===== config.mk =====
export PLATFORM = sky130hd
export DESIGN_NAME = pxs_stream
export DESIGN_NICKNAME = d
export VERILOG_FILES = /design/src/rtl/pxs_pkg.sv /design/src/rtl/pxs_slot.sv /design/src/rtl/pxs_engine.sv /design/src/rtl/pxs_lanes.sv /design/src/rtl/pxs_stream.sv
export SDC_FILE = /design/constraint.sdc
export NUM_CORES = 1
export LEC_CHECK = 0
export BUFFER_PORTS_ARGS = -buffer_cell sky130_fd_sc_hd__buf_2
export CAP_MARGIN = 20
export CORE_MARGIN = 2
export CORE_UTILIZATION = 59
export CTS_CLUSTER_DIAMETER = 80
export DETAILED_ROUTE_END_ITERATION = 16
export GPL_ROUTABILITY_DRIVEN = 0
export GPL_TIMING_DRIVEN = 0
export PLACE_DENSITY = 0.79
export SYNTH_ARGS = -nofsm -noshare
export SYNTH_HDL_FRONTEND = slang
export SYNTH_HIERARCHICAL = 1
export SYNTH_SLANG_ARGS = --single-unit

===== constraint.sdc =====
create_clock -name clk -period 5.3 [get_ports clk]
set_clock_uncertainty 0.2 [all_clocks]
set_input_delay 0.795 -clock clk [delete_from_list [all_inputs] [get_ports clk]]
set_output_delay 0.795 -clock clk [all_outputs]
set_load 0.03 [all_outputs]

===== src/rtl/pxs_pkg.sv =====
package pxs_pkg;
  parameter int unsigned WORD_W = 32;
  parameter int unsigned CODE_W = 2;
  parameter int unsigned BYTE_W = 8;
  parameter int unsigned FCLK_W = 12;
  parameter int unsigned PCLK_W = 8;

  localparam int unsigned TIME_W  = FCLK_W + PCLK_W;
  localparam int unsigned FCNT_W  = FCLK_W + 1;
  localparam int unsigned NLANES  = WORD_W / BYTE_W;
  localparam int unsigned LSEL_W  = $clog2(NLANES);

  typedef struct packed {
    logic [WORD_W-1:0] color;
    logic [WORD_W-1:0] pixels;
    logic [TIME_W-1:0] timing;
  } frame_t;

  // Frame length in clocks; zero field means the full 2**FCLK_W span.
  function automatic logic [FCNT_W-1:0] frame_len(input logic [TIME_W-1:0] t);
    if (t[FCLK_W-1:0] == '0) return {1'b1, {FCLK_W{1'b0}}};
    return {1'b0, t[FCLK_W-1:0]};
  endfunction

  // Clocks per pixel; zero field behaves as one.
  function automatic logic [PCLK_W-1:0] pix_len(input logic [TIME_W-1:0] t);
    if (t[TIME_W-1:FCLK_W] == '0) return {{(PCLK_W-1){1'b0}}, 1'b1};
    return t[TIME_W-1:FCLK_W];
  endfunction

  // Move to the next pixel code, recycling the used pair at the top.
  function automatic logic [WORD_W-1:0] next_pixels(input logic [WORD_W-1:0] p);
    return {p[CODE_W-1:0], p[WORD_W-1:CODE_W]};
  endfunction

  function automatic logic [BYTE_W-1:0] palette_pick(input logic [WORD_W-1:0] c,
                                                     input logic [CODE_W-1:0] code);
    return c[code*BYTE_W +: BYTE_W];
  endfunction
endpackage


===== src/rtl/pxs_slot.sv =====
module pxs_slot
  import pxs_pkg::*;
(
  input  logic   clk,
  input  logic   rst_n,
  input  logic   ld_valid,
  input  frame_t ld_frame,
  input  logic   take,
  output logic   full,
  output frame_t q_frame
);
  logic accept;
  assign accept = ld_valid && !full;

  always_ff @(posedge clk) begin
    if (!rst_n) begin
      full    <= 1'b0;
      q_frame <= '0;
    end else if (accept) begin
      full    <= 1'b1;
      q_frame <= ld_frame;
    end else if (take) begin
      full    <= 1'b0;
    end
  end
endmodule


===== src/rtl/pxs_engine.sv =====
module pxs_engine
  import pxs_pkg::*;
(
  input  logic               clk,
  input  logic               rst_n,
  input  logic               q_full,
  input  frame_t             q_frame,
  input  logic [WORD_W-1:0]  bus_color,
  input  logic [WORD_W-1:0]  bus_pixels,
  output logic               take,
  output logic               running,
  output logic               frame_last,
  output logic               pix_adv,
  output logic [WORD_W-1:0]  cur_color,
  output logic [CODE_W-1:0]  cur_code
);
  logic [WORD_W-1:0] pix_q;
  logic [TIME_W-1:0] tim_q;
  logic [FCNT_W-1:0] fcnt_q;
  logic [PCLK_W-1:0] pcnt_q;
  logic              reload_bus;

  assign frame_last = running && (fcnt_q == FCNT_W'(1));
  assign pix_adv    = running && (pcnt_q == PCLK_W'(1)) && !frame_last;
  assign take       = q_full && (!running || frame_last);
  assign reload_bus = frame_last && !q_full;
  assign cur_code   = pix_q[CODE_W-1:0];

  always_ff @(posedge clk) begin
    if (!rst_n) begin
      running   <= 1'b0;
      cur_color <= '0;
      pix_q     <= '0;
      tim_q     <= '0;
      fcnt_q    <= '0;
      pcnt_q    <= '0;
    end else if (take) begin
      running   <= 1'b1;
      cur_color <= q_frame.color;
      pix_q     <= q_frame.pixels;
      tim_q     <= q_frame.timing;
      fcnt_q    <= frame_len(q_frame.timing);
      pcnt_q    <= pix_len(q_frame.timing);
    end else if (reload_bus) begin
      cur_color <= bus_color;
      pix_q     <= bus_pixels;
      fcnt_q    <= frame_len(tim_q);
      pcnt_q    <= pix_len(tim_q);
    end else if (running) begin
      fcnt_q <= fcnt_q - FCNT_W'(1);
      if (pix_adv) begin
        pix_q  <= next_pixels(pix_q);
        pcnt_q <= pix_len(tim_q);
      end else begin
        pcnt_q <= pcnt_q - PCLK_W'(1);
      end
    end
  end
endmodule


===== src/rtl/pxs_lanes.sv =====
module pxs_lanes
  import pxs_pkg::*;
(
  input  logic               running,
  input  logic [WORD_W-1:0]  cur_color,
  input  logic [CODE_W-1:0]  cur_code,
  input  logic [LSEL_W-1:0]  lane_sel,
  output logic [WORD_W-1:0]  vid_out
);
  logic [BYTE_W-1:0] group;
  assign group = palette_pick(cur_color, cur_code);

  for (genvar g = 0; g < NLANES; g++) begin : g_lane
    assign vid_out[g*BYTE_W +: BYTE_W] =
      (running && lane_sel == LSEL_W'(g)) ? group : '0;
  end
endmodule


===== src/rtl/pxs_stream.sv =====
module pxs_stream
  import pxs_pkg::*;
(
  input  logic                   clk,
  input  logic                   rst_n,
  input  logic                   ld_valid,
  output logic                   ld_ready,
  input  logic [WORD_W-1:0]      ld_color,
  input  logic [WORD_W-1:0]      ld_pixels,
  input  logic [TIME_W-1:0]      ld_timing,
  input  logic [LSEL_W-1:0]      lane_sel,
  output logic [WORD_W-1:0]      vid_out
);
  frame_t            ld_frame;
  frame_t            q_frame;
  logic              q_full;
  logic              take;
  logic              running;
  logic              frame_last;
  logic              pix_adv;
  logic [WORD_W-1:0] cur_color;
  logic [CODE_W-1:0] cur_code;

  assign ld_frame = '{color: ld_color, pixels: ld_pixels, timing: ld_timing};
  assign ld_ready = !q_full;

  pxs_slot u_slot (
    .clk(clk), .rst_n(rst_n), .ld_valid(ld_valid), .ld_frame(ld_frame),
    .take(take), .full(q_full), .q_frame(q_frame)
  );

  pxs_engine u_engine (
    .clk(clk), .rst_n(rst_n), .q_full(q_full), .q_frame(q_frame),
    .bus_color(ld_color), .bus_pixels(ld_pixels), .take(take),
    .running(running), .frame_last(frame_last), .pix_adv(pix_adv),
    .cur_color(cur_color), .cur_code(cur_code)
  );

  pxs_lanes u_lanes (
    .running(running), .cur_color(cur_color), .cur_code(cur_code),
    .lane_sel(lane_sel), .vid_out(vid_out)
  );
endmodule


==> flow_summary.json <==
{
  "ff2ff_setup_slack_ns": 2.26,
  "clock-sinks": 191,
  "post_drt_wl_per_cell_um": 18.4,
  "syn_avg_cell_area_um2": 8.64,
  "worst_ep_required_time_ns": 5.46,
  "final_common_cell": "nand2_1",
  "setup_viol": 0,
  "fin_area_um2": 10300,
  "first_global_vias": 8157,
  "drive_above_1_share_pct": 17.8,
  "netlist_area_um2": 8920,
  "hp-class": "reg2reg",
  "clk_latency_ns": 0.43,
  "crit_arrival_ns": 3.19,
  "cp-end-kind": "flip-flop",
  "drt-met1-wl_um": 10900,
  "fin_crit_sh_pct": 57.3,
  "ys_warn_count": 6,
  "io_buffers": 121,
  "drtIter0Drc": 820,
  "max-cap-violations": 0,
  "dr_total_vias": 8302,
  "final_cell_mix": "nand2_1 (273), dfxtp_1 (191), buf_2 (145)",
  "numCtsBuffers": 17,
  "clk_pin_slew_worst_paths_ns": 0.07,
  "core_um2": 14600,
  "holdBufCountCts": 0,
  "worstMarginPinSlew_ns": 0.972,
  "netlist_instances": 1033,
  "die_w_um": 127,
  "clockBufferDepth": 2,
  "die_height_um": 127,
  "whs_ns": 0.249,
  "total_power_uw": 3600,
  "criticalPathCategory": "reg2reg",
  "top_layer": "met5",
  "worst-path-max-fanout": 10,
  "finalHoldViolations": 0,
  "pin_count": 122,
  "antenna_left": 0,
  "dieArea_um2": 16100,
  "finalMaxSlewViolations": 0,
  "cts-resized-gates": 0,
  "rows": 44,
  "antenna_found_initial": 2,
  "gr-total-overflow": 0,
  "drc": 0,
  "maxSlewHeadroom_pct": 35.2,
  "grt_use_total_pct": 31.8,
  "placed_area_um2": 9760,
  "cts_tree": "done",
  "grt_pass1_wl_um": 41000,
  "fin_util_pct": 70.6,
  "power.density_nw_per_um2": 348,
  "drt_first_pass_iters": 5,
  "start_util_pct": 60.9,
  "rsz0062_at_grt": "false",
  "synth_nets": 1126,
  "via_per_inst": 6.06,
  "nets": 1266,
  "routed_wl_um": 25200,
  "htreeDepth": 4,
  "wl_met2_um": 11800,
  "max_freq_mhz": 329,
  "status": "finished clean",
  "p_leak_uw": 0.00419,
  "start_kind": "flip-flop",
  "post_cts_buffers": 0,
  "tns_ns": 0,
  "grt_max_degree": 17,
  "cts-root-buf": "clkbuf_16",
  "peakVddDrop_mv": 0.265,
  "met3_length_um": 1870,
  "dpl.hpwl_um": 17800,
  "period_needed_ns": 3.04,
  "syn_to_final_growth_pct": 15.8
}
-- path summary, 6_finish.rpt --
| path | startpoint | endpoint | depth (start not counted) |
|---|---|---|---|
| setup / recovery | u_engine/fcnt_q[1] | u_engine/cur_color[22] | 9 |
| hold / removal | u_engine/pix_q[15] | u_engine/pix_q[15] | 2 |
| setup reg to reg | u_engine/fcnt_q[1] | u_engine/cur_color[22] | 9 |
| hold reg to reg | u_engine/pix_q[15] | u_engine/pix_q[15] | 2 |
-- metrics by stage --
stage                     std cells  setup WS, ns
final                          1370          2.26
after global routing           1370          2.16
after detailed placement       1338          2.38
after CTS                      1369          2.27
after global placement         1338          2.39
after floorplan                1033          2.76
-- layout make-up --
type / instances / area [µm²]
inverter: 10 / 37.5
antenna: 1 / 2.50
clock buffer: 22 / 474
clock inverter: 9 / 101
multi-input combinational: 750 / 4580
buffer: 82 / 480
tap: 184 / 230
fill: 1210 / 4310
sequential: 191 / 3820
timing repair buffer: 121 / 606
-- power by group --
group	switching, µW	internal (µW)
logic	400	287
registers	100	1550
clock network	566	694
total	1070	2530
-- worst max-delay path, cell delays in order, from the launching register on --
cell      delay, ns
dfxtp_1        0.39
inv_1          0.08
ha_1           0.18
nor4b_4        0.17
and4_1         0.23
buf_4          0.17
a21oi_1        0.78
clkbuf_1       0.45
nand2_1        0.15
a21oi_1        0.17
-- state kept, by name (all words and copies together) (netlist names) --
name	count
u_slot/q_frame	84
u_engine/cur_color	32
u_engine/pix_q	32
u_engine/tim_q	20
u_engine/fcnt_q	13
u_engine/pcnt_q	8
u_engine/running	1
u_slot/full	1
-- routing by layer --
layer,up-vias,track usage (%)
met5,-,0
met4,2,11.7
met3,52,6.87
met2,355,50.6
met1,3952,43.0
li1,3941,-
No activity file was read; power rests on OpenSTA's default activity.
